### config.mk
export PLATFORM = sky130hd
export DESIGN_NAME = cu_decoder
export DESIGN_NICKNAME = d
export VERILOG_FILES = /design/src/rtl/cu_pkg.sv /design/src/rtl/cu_fields.sv /design/src/rtl/cu_ctrl.sv /design/src/rtl/cu_npc.sv /design/src/rtl/cu_decoder.sv
export SDC_FILE = /design/constraint.sdc
export NUM_CORES = 1
export LEC_CHECK = 0
export ABC_AREA = 0
export BUFFER_PORTS_ARGS = -buffer_cell sky130_fd_sc_hd__buf_2
export CAP_MARGIN = 20
export CORE_MARGIN = 4
export CORE_UTILIZATION = 40
export CTS_CLUSTER_DIAMETER = 80
export CTS_CLUSTER_SIZE = 25
export DETAILED_ROUTE_END_ITERATION = 6
export GPL_TIMING_DRIVEN = 0
export PLACE_DENSITY_LB_ADDON = 0.1
export SETUP_SLACK_MARGIN = 0.1
export SLEW_MARGIN = 10
export SYNTH_ARGS = -nofsm -noshare
export SYNTH_HDL_FRONTEND = slang
export SYNTH_HIERARCHICAL = 1
export SYNTH_SLANG_ARGS = --single-unit
### constraint.sdc
create_clock -name clk -period 4.2 [get_ports clk]
set_input_delay 0.21 -clock clk [delete_from_list [all_inputs] [get_ports clk]]
set_output_delay 0.21 -clock clk [all_outputs]
set_load 0.005 [all_outputs]
### src/rtl/cu_pkg.sv
package cu_pkg;

   localparam int CLS_W = 3;
   localparam int FN_W  = 4;

   typedef enum logic [CLS_W-1:0] {
      CLS_ALU_R = 3'b000,
      CLS_LOAD  = 3'b001,
      CLS_STORE = 3'b010,
      CLS_NOP_A = 3'b011,
      CLS_ALU_I = 3'b100,
      CLS_JUMP  = 3'b101,
      CLS_BRZ   = 3'b110,
      CLS_NOP_B = 3'b111
   } op_class_e;

   typedef struct packed {
      logic [FN_W-1:0] alu_fn;
      logic            imm_sel;
      logic            rf_we;
      logic            mem_we;
      logic            load_sel;
      logic            is_brz;
      logic            is_jmp;
   } ctrl_t;

endpackage

### src/rtl/cu_fields.sv
module cu_fields
   import cu_pkg::*;
#(
   parameter int INSTR_W    = 16,
   parameter int REG_AW     = 3,
   parameter int DATA_W     = 16,
   parameter bit IMM_SIGNED = 1'b0
) (
   input  logic [INSTR_W-1:0] instr,
   output logic [REG_AW-1:0]  dr,
   output logic [REG_AW-1:0]  sa,
   output logic [REG_AW-1:0]  sb,
   output op_class_e          cls,
   output logic [FN_W-1:0]    fn,
   output logic [DATA_W-1:0]  imm,
   output logic [DATA_W-1:0]  off
);

   localparam int OFF_W = 2 * REG_AW;

   logic [OFF_W-1:0] off_raw;

   // register fields are pure wiring
   assign sb  = instr[REG_AW-1:0];
   assign sa  = instr[2*REG_AW-1:REG_AW];
   assign dr  = instr[3*REG_AW-1:2*REG_AW];
   assign fn  = instr[INSTR_W-CLS_W-1 -: FN_W];
   assign cls = op_class_e'(instr[INSTR_W-1 -: CLS_W]);

   // displacement: destination field is the high half
   assign off_raw = {dr, sb};
   assign off     = {{(DATA_W-OFF_W){off_raw[OFF_W-1]}}, off_raw};

   generate
      if (IMM_SIGNED) begin : g_imm_sext
         assign imm = {{(DATA_W-REG_AW){sb[REG_AW-1]}}, sb};
      end else begin : g_imm_zext
         assign imm = {{(DATA_W-REG_AW){1'b0}}, sb};
      end
   endgenerate

endmodule

### src/rtl/cu_ctrl.sv
module cu_ctrl
   import cu_pkg::*;
(
   input  op_class_e       cls,
   input  logic [FN_W-1:0] fn,
   output ctrl_t           ctrl
);

   always_comb begin
      ctrl = '0;
      unique case (cls)
         CLS_ALU_R: begin
            ctrl.alu_fn = fn;
            ctrl.rf_we  = 1'b1;
         end
         CLS_ALU_I: begin
            ctrl.alu_fn  = fn;
            ctrl.imm_sel = 1'b1;
            ctrl.rf_we   = 1'b1;
         end
         CLS_LOAD: begin
            ctrl.rf_we    = 1'b1;
            ctrl.load_sel = 1'b1;
         end
         CLS_STORE: ctrl.mem_we = 1'b1;
         CLS_BRZ:   ctrl.is_brz = 1'b1;
         CLS_JUMP:  ctrl.is_jmp = 1'b1;
         CLS_NOP_A,
         CLS_NOP_B: ctrl = '0;
         default:   ctrl = '0;
      endcase
   end

endmodule

### src/rtl/cu_npc.sv
module cu_npc #(
   parameter int PC_W   = 16,
   parameter int DATA_W = 16
) (
   input  logic [PC_W-1:0]   pc,
   input  logic [DATA_W-1:0] off,
   input  logic [DATA_W-1:0] sa_data,
   input  logic              is_brz,
   input  logic              is_jmp,
   output logic              taken,
   output logic [PC_W-1:0]   npc
);

   localparam logic [PC_W-1:0] STEP = PC_W'(1);

   logic             sa_zero;
   logic [PC_W-1:0]  addend;

   assign sa_zero = (sa_data == '0);
   assign taken   = is_jmp | (is_brz & sa_zero);
   assign addend  = taken ? off[PC_W-1:0] : STEP;
   assign npc     = pc + addend;

endmodule

### src/rtl/cu_decoder.sv
module cu_decoder
   import cu_pkg::*;
#(
   parameter int              INSTR_W    = 16,
   parameter int              REG_AW     = 3,
   parameter int              DATA_W     = 16,
   parameter int              PC_W       = 16,
   parameter bit              IMM_SIGNED = 1'b0,
   parameter logic [PC_W-1:0] RESET_PC   = '0
) (
   input  logic               clk,
   input  logic               rst_n,
   input  logic [INSTR_W-1:0] instr_i,
   input  logic [DATA_W-1:0]  sa_data_i,
   output logic [PC_W-1:0]    pc_o,
   output logic [PC_W-1:0]    npc_o,
   output logic [REG_AW-1:0]  dr_addr_o,
   output logic [REG_AW-1:0]  sa_addr_o,
   output logic [REG_AW-1:0]  sb_addr_o,
   output logic [FN_W-1:0]    alu_fn_o,
   output logic               imm_sel_o,
   output logic [DATA_W-1:0]  imm_o,
   output logic               rf_we_o,
   output logic               mem_we_o,
   output logic               load_sel_o,
   output logic               br_taken_o
);

   generate
      if (INSTR_W != CLS_W + FN_W + 3 * REG_AW) begin : g_bad_layout
         $error("instruction width does not match field layout");
      end
      if (PC_W > DATA_W) begin : g_bad_pc
         $error("PC wider than the extended displacement");
      end
      if (DATA_W < 2 * REG_AW) begin : g_bad_data
         $error("data width below displacement width");
      end
   endgenerate

   op_class_e         cls;
   logic [FN_W-1:0]   fn;
   logic [DATA_W-1:0] off;
   ctrl_t             ctrl;
   logic [PC_W-1:0]   pc_q;

   cu_fields #(
      .INSTR_W    (INSTR_W),
      .REG_AW     (REG_AW),
      .DATA_W     (DATA_W),
      .IMM_SIGNED (IMM_SIGNED)
   ) u_fields (
      .instr (instr_i),
      .dr    (dr_addr_o),
      .sa    (sa_addr_o),
      .sb    (sb_addr_o),
      .cls   (cls),
      .fn    (fn),
      .imm   (imm_o),
      .off   (off)
   );

   cu_ctrl u_ctrl (
      .cls  (cls),
      .fn   (fn),
      .ctrl (ctrl)
   );

   cu_npc #(
      .PC_W   (PC_W),
      .DATA_W (DATA_W)
   ) u_npc (
      .pc      (pc_q),
      .off     (off),
      .sa_data (sa_data_i),
      .is_brz  (ctrl.is_brz),
      .is_jmp  (ctrl.is_jmp),
      .taken   (br_taken_o),
      .npc     (npc_o)
   );

   always_ff @(posedge clk or negedge rst_n) begin
      if (!rst_n) pc_q <= RESET_PC;
      else        pc_q <= npc_o;
   end

   assign pc_o       = pc_q;
   assign alu_fn_o   = ctrl.alu_fn;
   assign imm_sel_o  = ctrl.imm_sel;
   assign rf_we_o    = ctrl.rf_we;
   assign mem_we_o   = ctrl.mem_we;
   assign load_sel_o = ctrl.load_sel;

endmodule

== Word level (Yosys, flattened, before mapping) ==
Cells that the tools add are included.

* Output and inout bits: 66
* Register bits: 16
* Input port bits: 34

* Bitwise operators: 2
* Eq/ne operators: 5
* Multiplexer cells: 8
* Reduce and logical (&&, ||, !) cells: 4
* Add/sub/neg operators: 1

{| class="wikitable"
|+ Operator list
! kind !! number
|-
| 16-bit adder || 1
|-
| 16-bit logical NOT || 1
|-
| 16-bit two-way mux || 1
|-
| 3-bit == test (second input constant) || 3
|-
| 1-bit two-way mux || 6
|-
| 4-bit two-way mux || 1
|-
| 3-bit by 1-bit == test with 1-bit output (second input constant) || 1
|-
| 3-bit by 2-bit == test with 1-bit output (second input constant) || 1
|-
| 3-bit logical NOT || 1
|-
| 3-bit OR reduction || 1
|-
| 2-bit OR reduction || 1
|-
| 1-bit bitwise AND || 1
|-
| 1-bit bitwise OR || 1
|}

== Depth between registers and ports, before layout ==
* Depth after elaboration: 6
* Gate-level depth with buffers: 17
* Depth with buffers taken out: 14

== By module ==
Netlist, hierarchy kept.

{| class="wikitable"
|+ By module, submodules not included
! module !! area each (um^2) !! cells an instance !! instances
|-
| cu_npc || 944.7 || 142 || 1
|-
| cu_decoder || 400.4 || 16 || 1
|-
| cu_fields || 364.1 || 49 || 1
|-
| cu_ctrl || 132.6 || 12 || 1
|}

== Worst setup path after synthesis ==
OpenSTA, ideal clock, no wires.

* Kind: input-to-output
* Start point: input instr_i[14]
* End point: output npc_o[12]
* Data required time: 3,990 ps
* Stages: 17
* Data arrival time: 3,058 ps
* Setup slack: 932 ps
* Cells stage by stage: buf_4 -> buf_6 -> and3b_1 -> nor3b_1 -> nand3_1 -> nor2_1 -> nor2_1 -> clkbuf_1 -> or2_2 -> ha_1 -> inv_1 -> fa_1 -> nand2b_1 -> a21oi_1 -> nor2_1 -> o211a_1 -> a311oi_1

{| class="wikitable"
|+ RTL lines
! what !! RTL line !! source
|-
| start: declaration || cu_decoder.sv:13 || <nowiki>input logic [INSTR_W-1:0] instr_i,</nowiki>
|-
| end: declaration || cu_decoder.sv:16 || <nowiki>output logic [PC_W-1:0] npc_o,</nowiki>
|}

==> flow_results.xml <==
<?xml version="1.0" encoding="UTF-8"?>
<metrics>
  <group name="clock_tree">
    <metric name="setup_repair_bufs_after_cts" unit="">0</metric>
    <metric name="cts.root.buffer_cell" unit="">clkbuf_8</metric>
    <metric name="cts_tree" unit="">done</metric>
    <metric name="skew_pair_late_insertion_delay" unit="ns">0.25</metric>
    <metric name="cts_made_buffers" unit="">3</metric>
    <metric name="ctsHtreeMaxLevel" unit="">1</metric>
    <metric name="worst_setup_hold_path_clk_slew" unit="ns">0.06</metric>
    <metric name="cts_max_path_buffers" unit="">2</metric>
    <metric name="clkSinkCount" unit="">16</metric>
  </group>
  <group name="timing">
    <metric name="timing_max_transition_violations_final" unit="">0</metric>
    <metric name="max_freq" unit="MHz">264</metric>
    <metric name="slew_headroom" unit="%">66.4</metric>
    <metric name="finalHoldWorstSlack" unit="ns">0.287</metric>
    <metric name="final.min_clock_period" unit="ns">3.79</metric>
    <metric name="fin_tns_setup" unit="ns">0</metric>
    <metric name="hold_viol_final" unit="">0</metric>
    <metric name="fin_worst_skew" unit="ns">0.00575</metric>
    <metric name="unrepaired_setup_endpoints_after_global_routing" unit="">false</metric>
    <metric name="setup_viol" unit="">0</metric>
    <metric name="worst_pin_slew" unit="ns">0.498</metric>
    <metric name="post-route-period-util" unit="%">90.3</metric>
  </group>
  <group name="critical_path">
    <metric name="required" unit="ns">3.99</metric>
    <metric name="r2r_cells" unit="">8</metric>
    <metric name="endpoint" unit="">npc_o[12]</metric>
    <metric name="crit_path_dat" unit="ns">3.58</metric>
    <metric name="critical_path_peak_fanout" unit="">10</metric>
    <metric name="timing.critical_path.to_type" unit="">output port</metric>
    <metric name="path_class" unit="">in2out</metric>
    <metric name="ff2ff_setup_slack" unit="ns">2.09</metric>
    <metric name="reg2reg_from" unit="">pc_o[0]$_DFF_PN0_</metric>
    <metric name="worstSetupStartpointType" unit="">input pin</metric>
    <metric name="critical_path.reg2reg.endpoint" unit="">pc_o[12]$_DFF_PN0_</metric>
    <metric name="start_point_of_the_critical_path" unit="">instr_i[14]</metric>
  </group>
  <group name="placement">
    <metric name="hpwlAfterDp" unit="microns">3700</metric>
    <metric name="gpl_wtd_cong" unit="">0.826</metric>
    <metric name="placement.io_buffers" unit="">70</metric>
  </group>
  <group name="floorplanning">
    <metric name="die_area" unit="sq mm">0.00575</metric>
    <metric name="core" unit="sq mm">0.00441</metric>
    <metric name="initial_core_util" unit="%">41.7</metric>
    <metric name="floorplan.die.width" unit="microns">75.9</metric>
    <metric name="num_rows" unit="">24</metric>
    <metric name="floorplan.io_pins" unit="">100</metric>
    <metric name="height_of_the_die" unit="microns">75.9</metric>
  </group>
  <group name="yosys">
    <metric name="synth.avg_cell_area" unit="sq um">8.41</metric>
    <metric name="yosys_most_used_dff" unit="">dfrtp_1</metric>
    <metric name="synth.yosys.warnings" unit="">6</metric>
    <metric name="post_synth_instance_area" unit="sq mm">0.00184</metric>
    <metric name="postSynthRegisterBits" unit="">16</metric>
    <metric name="asyncSetResetFlopFracSynth" unit="%">100</metric>
    <metric name="yosysUniqueCellTypes" unit="">38</metric>
    <metric name="synth_seq_area_share" unit="%">21.7</metric>
    <metric name="number_of_synthesized_flops_with_an_enable_pin" unit="">0</metric>
    <metric name="syn-instance-count" unit="">219</metric>
  </group>
  <group name="grt">
    <metric name="grt_start_max_net_pins" unit="">17</metric>
    <metric name="globalRouteTotalUtil" unit="%">15.4</metric>
    <metric name="grt_overflow" unit="">0</metric>
    <metric name="antenna_found_initial" unit="">0</metric>
    <metric name="grt_pass1_wl" unit="microns">6880</metric>
    <metric name="number_of_global_route_vias_before_repair" unit="">1587</metric>
  </group>
  <group name="routing">
    <metric name="avgViaCountPerCell" unit="">4.69</metric>
    <metric name="drt_first_pass_iters" unit="">4</metric>
    <metric name="routed_wl" unit="microns">4370</metric>
    <metric name="route.vias.total" unit="">1674</metric>
    <metric name="drc" unit="">0</metric>
    <metric name="drt.antenna.violating_nets" unit="">0</metric>
    <metric name="post_drt_wl_per_cell" unit="microns">12.2</metric>
    <metric name="first_iter_violations" unit="">46</metric>
  </group>
  <group name="final_layout">
    <metric name="final_core_utilization" unit="%">53.3</metric>
    <metric name="n_fill_cell" unit="">458</metric>
    <metric name="area_growth" unit="%">27.9</metric>
    <metric name="max_ffs_per_register" unit="">16</metric>
    <metric name="antenna_diodes" unit="">0</metric>
    <metric name="final_nets" unit="">357</metric>
    <metric name="layout-drive-gt1-share" unit="%">43.6</metric>
  </group>
  <group name="job">
    <metric name="max-cap-violations" unit="">0</metric>
  </group>
  <group name="power_and_ir_drop">
    <metric name="pwrdens" unit="mW/mm^2">423</metric>
    <metric name="power.leakage" unit="uW">0.00130</metric>
    <metric name="overall_power_consumption" unit="uW">996</metric>
    <metric name="vdd_drop_max" unit="mV">0.231</metric>
  </group>
  <group name="outcome">
    <metric name="run_status" unit="">finished clean</metric>
  </group>
  <group name="hold_path">
    <metric name="worst_hold_path_type" unit="">in2reg</metric>
  </group>
</metrics>
-- critical path, cell delays in order --
cell and delay [ns]:
buf_4 0.11, buf_6 0.13, and3b_1 0.17, nor3b_1 0.12
nand3_1 0.10, nor2_1 0.07, nor2_1 0.35, clkbuf_2 0.33
or2_2 0.16, ha_1 0.16, inv_1 0.06, fa_1 0.39
nand2b_1 0.18, a21oi_1 0.19, nor2_1 0.12, o211a_1 0.24
a311oi_1 0.31, buf_2 0.18
-- where the power goes --
group	total [uW]	switching, uW	internal [uW]
Combinational	617	327	290
Sequential	263	37.6	225
Clock	116	52.8	63.5
-- repair_timing --
item,CTS,global route
endpoints found under the setup margin,0,3
gates resized for setup,0,2
hold endpoints to repair,16,0
hold buffers,1,0
-- cell families after synthesis --
kind of cell / after synthesis / share of synthesized area [%]
adder cells (fa/ha/maj): 16 / 11.3
flip-flops: 16 / 21.7
buffers and inverters: 61 / 23.0
XOR/XNOR: 12 / 5.71
AO/OA/AOI/OAI: 44 / 14.9
other: 1 / 0.204
AND/OR/NAND/NOR: 69 / 23.1
-- layer usage --
metal | vias to the layer above | global-route usage [%] | share of wire (%)
met3 | 2 | 2.37 | 8.6
met1 | 743 | 19.0 | 43
met2 | 58 | 27.5 | 48
li1 | 871 | - | -
met4 | 0 | 4.08 | 0.48
met5 | - | 0 | 0
-- per-stage QoR --
stage / cell area [sq um] / std cells / worst slack (ns)
after CTS: 2350 / 357 / 0.161
after floorplan: 1890 / 231 / 0.932
after global routing: 2350 / 357 / 0.100
after detailed placement: 2300 / 353 / 0.170
final: 2350 / 357 / 0.409
after global placement: 2300 / 353 / 0.134
-- synthesized netlist by cell type (3+ instances only) --
cell type,number,area [sq um]
nor3b_2,7,87.6
buf_4,48,360
ha_1,15,188
a21oi_1,15,75.1
xor2_1,7,61.3
inv_1,7,26.3
dfrtp_1,16,400
nand2_1,16,60.1
a21o_1,6,45.0
xnor2_1,5,43.8
o21ai_0,11,55.1
nor2b_1,13,81.3
clkbuf_1,3,11.3
nor2_1,13,48.8
nand2b_1,3,18.8
-- area by class of cell --
cell class	count	area [sq um]	share of cell area (%)
buffer	54	399	17.0
tap	52	65.1	2.76
timing repair buffer	71	360	15.3
sequential	16	400	17.0
inverter	7	26.3	1.12
multi-input combinational	154	1060	45.1
clock buffer	3	41.3	1.75
-- worst min path at each step --
stage / start / to / slack (ns) / depth (start not counted)
after detailed placement: rst_n / pc_o[12]$_DFF_PN0_ / 0.16 / 1
final: instr_i[0] / pc_o[0]$_DFF_PN0_ / 0.29 / 3
after global routing: instr_i[0] / pc_o[0]$_DFF_PN0_ / 0.30 / 3
after CTS: instr_i[0] / pc_o[0]$_DFF_PN0_ / 0.28 / 3
after global placement: rst_n / pc_o[12]$_DFF_PN0_ / 0.16 / 1
after floorplan: rst_n / pc_o[0]$_DFF_PN0_ / -0.09 / 0
-- cells in the final DEF (no fill, tap or decap), types with 5 or more instances in the layout --
cell type,synthesis,routed
nor3b_2,7,7
o21ai_0,11,11
buf_4,48,48
ha_1,15,15
conb_1,1,13
a21o_1,6,6
nor2_1,13,13
buf_2,0,70
dfrtp_1,16,16
inv_1,7,7
nor2b_1,13,13
a21oi_1,15,15
xor2_1,7,7
xnor2_1,5,5
nand2_1,16,16
(Power assumes the default switching activity.)
